`config.mk`:
```
export PLATFORM = sky130hd
export DESIGN_NAME = wop_arp_filter
export DESIGN_NICKNAME = d
export VERILOG_FILES = /design/src/rtl/wop_pkg.sv /design/src/rtl/wop_rx_track.sv /design/src/rtl/wop_hdr_grab.sv /design/src/rtl/wop_match.sv /design/src/rtl/wop_frame_buf.sv /design/src/rtl/wop_arp_filter.sv
export SDC_FILE = /design/constraint.sdc
export NUM_CORES = 1
export LEC_CHECK = 0
export BUFFER_PORTS_ARGS = -buffer_cell sky130_fd_sc_hd__buf_4
export CORE_MARGIN = 2
export CORE_UTILIZATION = 55
export DETAILED_ROUTE_END_ITERATION = 16
export GPL_ROUTABILITY_DRIVEN = 0
export HOLD_SLACK_MARGIN = 0.08
export PLACE_DENSITY = 0.73
export SLEW_MARGIN = 10
export SYNTH_ARGS = -nofsm -noshare
export SYNTH_HDL_FRONTEND = slang
export SYNTH_SLANG_ARGS = --single-unit
```
`constraint.sdc`:
```
create_clock -name clk -period 16.5 [get_ports clk]
set_clock_uncertainty 0.1 [all_clocks]
set_input_delay 1.65 -clock clk [delete_from_list [all_inputs] [get_ports clk]]
set_output_delay 1.65 -clock clk [all_outputs]
set_load 0.05 [all_outputs]
```
`src/rtl/wop_pkg.sv`:
```
package wop_pkg;

    localparam int ADDR_W      = 48;
    localparam int ETYPE_W     = 16;
    localparam int DST_BYTES   = 6;
    localparam int ETYPE_HI_AT = 12;
    localparam int ETYPE_LO_AT = 13;
    localparam int TIP_LO_AT   = 41;
    localparam int MIN_UNI     = DST_BYTES;
    localparam int MIN_TYPED   = ETYPE_LO_AT + 1;
    localparam int MIN_ARP     = TIP_LO_AT + 1;

    typedef enum logic [1:0] {
        RX_IDLE = 2'd0,
        RX_CAPT = 2'd1,
        RX_DROP = 2'd2
    } rx_state_e;

    typedef struct packed {
        logic       valid;
        logic       sof;
        logic       eof;
        logic [7:0] data;
    } beat_t;

    typedef struct packed {
        logic [ADDR_W-1:0]  dst;
        logic [ETYPE_W-1:0] etype;
        logic [7:0]         tip_lo;
    } hdr_t;

    typedef struct packed {
        logic [ADDR_W-1:0]  addr;
        logic [ADDR_W-1:0]  mask;
        logic [ETYPE_W-1:0] etype;
        logic [7:0]         ip_lo;
        logic               bcast_en;
    } filt_cfg_t;

    function automatic logic is_bcast(input logic [ADDR_W-1:0] d);
        return &d;
    endfunction

endpackage

```
`src/rtl/wop_rx_track.sv`:
```
module wop_rx_track
    import wop_pkg::*;
#(
    parameter int LEN_W = 16
) (
    input  logic             clk,
    input  logic             rst,
    input  beat_t            beat,
    input  logic             hold,
    output logic             capt,
    output logic             capt_end,
    output logic             start,
    output logic [LEN_W-1:0] idx,
    output logic [LEN_W-1:0] len
);
    rx_state_e        state_q;
    logic [LEN_W-1:0] idx_q;

    always_comb begin
        start    = beat.valid && beat.sof;
        idx      = start ? '0 : idx_q;
        capt     = beat.valid && (start ? !hold : (state_q == RX_CAPT));
        capt_end = capt && beat.eof;
        len      = (&idx) ? idx : idx + 1'b1;
    end

    always_ff @(posedge clk) begin
        if (rst) begin
            state_q <= RX_IDLE;
            idx_q   <= '0;
        end else if (beat.valid) begin
            if (beat.sof) begin
                idx_q <= len;
                if (beat.eof)   state_q <= RX_IDLE;
                else if (hold)  state_q <= RX_DROP;
                else            state_q <= RX_CAPT;
            end else if (state_q != RX_IDLE) begin
                idx_q <= len;
                if (beat.eof) state_q <= RX_IDLE;
            end
        end
    end
endmodule

```
`src/rtl/wop_hdr_grab.sv`:
```
module wop_hdr_grab
    import wop_pkg::*;
#(
    parameter int LEN_W = 16
) (
    input  logic             clk,
    input  logic             rst,
    input  logic             capt,
    input  logic             start,
    input  logic [LEN_W-1:0] idx,
    input  logic [7:0]       data,
    output hdr_t             hdr_next
);
    hdr_t hdr_q;
    hdr_t base;

    always_comb begin
        base     = start ? '0 : hdr_q;
        hdr_next = base;
        if (capt) begin
            for (int k = 0; k < DST_BYTES; k++) begin
                if (idx == LEN_W'(k))
                    hdr_next.dst[ADDR_W-1-8*k -: 8] = data;
            end
            if (idx == LEN_W'(ETYPE_HI_AT)) hdr_next.etype[15:8] = data;
            if (idx == LEN_W'(ETYPE_LO_AT)) hdr_next.etype[7:0]  = data;
            if (idx == LEN_W'(TIP_LO_AT))   hdr_next.tip_lo      = data;
        end
    end

    always_ff @(posedge clk) begin
        if (rst)       hdr_q <= '0;
        else if (capt) hdr_q <= hdr_next;
    end
endmodule

```
`src/rtl/wop_match.sv`:
```
module wop_match
    import wop_pkg::*;
#(
    parameter int LEN_W = 16
) (
    input  hdr_t             hdr,
    input  logic [LEN_W-1:0] len,
    input  filt_cfg_t        cfg,
    output logic             hit
);
    logic bcast, addr_ok, type_eq, tip_eq;
    logic has_uni, has_type, has_arp;

    always_comb begin
        bcast    = is_bcast(hdr.dst);
        addr_ok  = ((hdr.dst ^ cfg.addr) & cfg.mask) == '0;
        type_eq  = hdr.etype == cfg.etype;
        tip_eq   = hdr.tip_lo == cfg.ip_lo;
        has_uni  = len >= LEN_W'(MIN_UNI);
        has_type = len >= LEN_W'(MIN_TYPED);
        has_arp  = len >= LEN_W'(MIN_ARP);
        if (!has_uni)      hit = 1'b0;
        else if (!bcast)   hit = addr_ok;
        else if (!has_type) hit = 1'b0;
        else if (type_eq)  hit = has_arp && tip_eq;
        else               hit = cfg.bcast_en;
    end
endmodule

```
`src/rtl/wop_frame_buf.sv`:
```
module wop_frame_buf #(
    parameter int DEPTH = 64,
    localparam int AW   = $clog2(DEPTH)
) (
    input  logic          clk,
    input  logic          we,
    input  logic [AW-1:0] waddr,
    input  logic [7:0]    wdata,
    input  logic [AW-1:0] raddr,
    output logic [7:0]    rdata
);
    logic [7:0] mem [DEPTH];

    always_ff @(posedge clk) begin
        if (we) mem[waddr] <= wdata;
    end

    assign rdata = mem[raddr];
endmodule

```
`src/rtl/wop_arp_filter.sv`:
```
module wop_arp_filter
    import wop_pkg::*;
#(
    parameter int BUF_BYTES = 64,
    parameter int LEN_W     = 16,
    localparam int AW       = $clog2(BUF_BYTES)
) (
    input  logic             clk,
    input  logic             rst,
    input  logic             rx_valid,
    input  logic             rx_sof,
    input  logic             rx_eof,
    input  logic [7:0]       rx_data,
    input  logic [47:0]      cfg_addr,
    input  logic [47:0]      cfg_mask,
    input  logic [15:0]      cfg_etype,
    input  logic [7:0]       cfg_ip_lo,
    input  logic             cfg_bcast_en,
    input  logic             buf_clear,
    input  logic [AW-1:0]    rd_addr,
    output logic [7:0]       rd_data,
    output logic             buf_valid,
    output logic [LEN_W-1:0] held_len,
    output logic             wake
);
    beat_t            beat;
    filt_cfg_t        cfg;
    hdr_t             hdr_next;
    logic             capt, capt_end, start, hit, store_we;
    logic [LEN_W-1:0] idx, len;

    assign beat     = '{valid: rx_valid, sof: rx_sof, eof: rx_eof, data: rx_data};
    assign cfg      = '{addr: cfg_addr, mask: cfg_mask, etype: cfg_etype,
                        ip_lo: cfg_ip_lo, bcast_en: cfg_bcast_en};
    assign store_we = capt && (idx < LEN_W'(BUF_BYTES));

    wop_rx_track #(.LEN_W(LEN_W)) u_track (
        .clk(clk), .rst(rst), .beat(beat), .hold(buf_valid),
        .capt(capt), .capt_end(capt_end), .start(start), .idx(idx), .len(len)
    );

    wop_hdr_grab #(.LEN_W(LEN_W)) u_hdr (
        .clk(clk), .rst(rst), .capt(capt), .start(start), .idx(idx),
        .data(rx_data), .hdr_next(hdr_next)
    );

    wop_match #(.LEN_W(LEN_W)) u_match (
        .hdr(hdr_next), .len(len), .cfg(cfg), .hit(hit)
    );

    wop_frame_buf #(.DEPTH(BUF_BYTES)) u_store (
        .clk(clk), .we(store_we), .waddr(idx[AW-1:0]), .wdata(rx_data),
        .raddr(rd_addr), .rdata(rd_data)
    );

    always_ff @(posedge clk) begin
        if (rst) begin
            buf_valid <= 1'b0;
            wake      <= 1'b0;
            held_len  <= '0;
        end else begin
            wake <= 1'b0;
            if (buf_clear) buf_valid <= 1'b0;
            if (capt_end && hit) begin
                buf_valid <= 1'b1;
                wake      <= 1'b1;
                held_len  <= len;
            end
        end
    end
endmodule

```
==> reports/results.tsv <==
metric	value	unit
path_clk_slew	60	ps
worst_path_most_repeated_cell	mux4_2	
period_needed	6970	ps
wl_per_cell	28.5	um
layout_common_cells	edfxtp_1, nor2_1, buf_4, mux4_2, nand2_1	
path_class	input port to output pin	
portBuffers	166	
netlist.area_leader.share	0.545	
row_count	82	
ys_seq_area_frac	0.622	
tns	0	ps
coreArea	0.0504	mm2
cts_hold_buf	0	
finalWorstSetupSlack	9530	ps
reg2reg_depth	10	
chipHeight	230	um
fmax	0.143	GHz
slowest_stage	buf_4	
place_ws	9200	ps
worstSkewPairLatency	660	ps
cts_setup_buffers	0	
root_buffer	clkbuf_16	
synth_nets	2094	
ys_warn_count	0	
grt_pass1_vias	18800	
end_kind	output pin	
synthArstFlopShare	0	
pwr-share-comb	0.081	
antenna_found_initial	2	
critPathMaxStageDelay	870	ps
critPathRequiredTime	14750	ps
vias_per_cell	6.82	
drv_slew	0	
hold_path_startpoint	u_hdr.hdr_q[0]	
run_status	complete, no violations	
n_antenna_cell	0	
worstMarginPinSlew	1190	ps
synth_edf_count	512	
critPathTopFamily	buffers and inverters	
clkPwrFrac	0.414	
ant_nets	0	
rsz0062_at_grt	no	
internal_power	0.00260	W
relSlewSlack	0.203	
drt_first_pass_iters	6	
ios	167	
die_x	230	um
swShare	0.229	
grtUsageMet3	0.0558	
setup_viol	0	
drtIter0Drc	2690	
dpl.hpwl	50300	um
switchingPower	0.000771	W
placedCellCount	2693	
cts_inserted_buffers	60	
grt.met1_usage	0.402	
powerDensity	105	mW/mm2
rrSetupSlack	10980	ps
worstPathCellList	clkbuf_8 -> buf_4 -> mux4_2 -> mux4_2 -> mux4_2 -> buf_4	
start_util	0.560	
timing.rr.start	u_track.idx_q[4]	
final_common_cell	edfxtp_1	
crit_fanout	81	
p_seq_frac	0.505	
path_buf_inv	3	
drive_above_1_share	0.227	
hold-path-cell-count	2	
grt_busiest_layer	met2	
holdPathEnd	u_hdr.hdr_q[0]	
hold_viol	0	
static-leakage-power	10.4	nW
r2r_end	held_len[0]	
syn-instance-count	1949	
vias	19100	
synth.cell_area	0.0282	mm2
ys_top_cells_by_area	edfxtp_1, mux4_2, dfxtp_1, nor2_1, a22oi_1	
synth_top_cell_by_area	edfxtp_1	
htreeDepth	2	
drv_cap	0	
min_period_over_period	0.423	
stdcell_area	0.0320	mm2
worstPathArrival	5220	ps
synth_seq_cells	620	
clock_sinks	620	
hold_class	flip-flop to flip-flop	
avgSynthCellArea	14.5	um2
cts_tree	built	
ys_types	82	
clk_path_buf_depth	3	
cts_resized	0	
grt_pass1_wl	119000	um
synthToLayoutAreaGrowth	13.5	%
dieArea	0.0531	mm2
irDropWorstVdd	91.9	uV
drcViolationCount	0	
start_kind	input port	
wl	79900	um
fin_cells	2802	
grt_usage	0.303	
use_met2	0.506	
fin_nets	2228	
place_area	0.0300	mm2
grt_max_degree	84	
overflow	0	
fillers	3613	
synthFlopType	edfxtp_1	
[worst max path at each step]
stage | from | endpoint | depth (start not counted)
final | rd_addr[0] | rd_data[0] | 6
after global routing | rd_addr[0] | rd_data[0] | 6
after CTS | rd_addr[0] | rd_data[6] | 6
after detailed placement | rx_valid | held_len[2] | 16
after global placement | rx_valid | held_len[0] | 16
after floorplan | rx_valid | held_len[10] | 19
[state kept, by name (all words and copies together), names as in the netlist]
register         cells
u_track.state_q      2
wake                 1
buf_valid            1
u_hdr.hdr_q         72
u_store.mem        512
u_track.idx_q       16
held_len            16
[cells by family (layout without fill, tap and decap cells)]
logic type / after synthesis / count (layout) / share of synthesized area
buffers and inverters: 141 / 322 / 0.0201
AND/OR/NAND/NOR: 597 / 597 / 0.107
multiplexers: 201 / 201 / 0.147
AO/OA/AOI/OAI: 322 / 322 / 0.0822
flip-flops: 620 / 620 / 0.622
XOR/XNOR: 64 / 64 / 0.0199
adder cells (fa/ha/maj): 4 / 4 / 0.00177
[synthesized netlist by cell type, drive strengths merged (6+ instances only)]
| cell | count |
|---|---|
| inv | 21 |
| dfxtp | 108 |
| a32oi | 8 |
| a31oi | 11 |
| a211oi | 15 |
| a211o | 6 |
| nand3 | 45 |
| a21oi | 53 |
| and2 | 14 |
| and3 | 12 |
| nand4b | 6 |
| nor3 | 33 |
| mux2i | 18 |
| buf | 29 |
| a221oi | 12 |
| clkbuf | 91 |
| nand4 | 32 |
| nor4 | 18 |
| a21boi | 15 |
| o21ai | 36 |
| nand3b | 18 |
| xnor2 | 20 |
| mux2 | 15 |
| mux4 | 168 |
| nand2 | 125 |
| o211ai | 7 |
| and4 | 6 |
| xor2 | 44 |
| nor2b | 32 |
| edfxtp | 512 |
| or4 | 11 |
| nor2 | 200 |
| nor3b | 6 |
| a22oi | 82 |
| nand2b | 19 |
| o22ai | 10 |
| o31ai | 6 |
[tightest hold or removal path: stages, from the launching register on]
cell and delay, ps:
dfxtp_1 320, nand2_1 60, a21oi_1 50
[final cells by class]
cell class	count	area [um2]	area share
Sequential cell	620	17500	0.548
Multi-Input combinational cell	1188	10100	0.316
Clock buffer	80	1680	0.0523
Timing Repair Buffer	192	1450	0.0452
Tap cell	672	841	0.0263
Clock inverter	29	320	0.0100
Inverter	21	78.8	0.00246
[layer usage]
| metal | vias to the layer above | wire length [um] |
|---|---|---|
| li1 | 8013 | - |
| met1 | 9533 | 29700 |
| met2 | 1311 | 39400 |
| met3 | 239 | 7840 |
| met4 | 4 | 3040 |
| met5 | - | 27 |
[per-stage QoR]
stage | total power (W) | hold WS (ps) | util
after global placement | 0.00200 | 361 | 0.596
after CTS | 0.00338 | 380 | 0.635
after global routing | 0.00345 | 410 | 0.635
after floorplan | 0.00189 | 341 | -
after detailed placement | 0.00200 | 371 | 0.596
final | 0.00337 | 377 | 0.635
[power groups by stage]
stage | Combinational (W) | Sequential (W) | Clock [W]
finish | 0.000274 | 0.00170 | 0.00139
global route | 0.000289 | 0.00170 | 0.00146
CTS | 0.000270 | 0.00170 | 0.00141
detailed placement | 0.000268 | 0.00173 | 0
global placement | 0.000263 | 0.00173 | 0
floorplan | 0.000157 | 0.00173 | 0
Power figures use the tool's default switching activity.
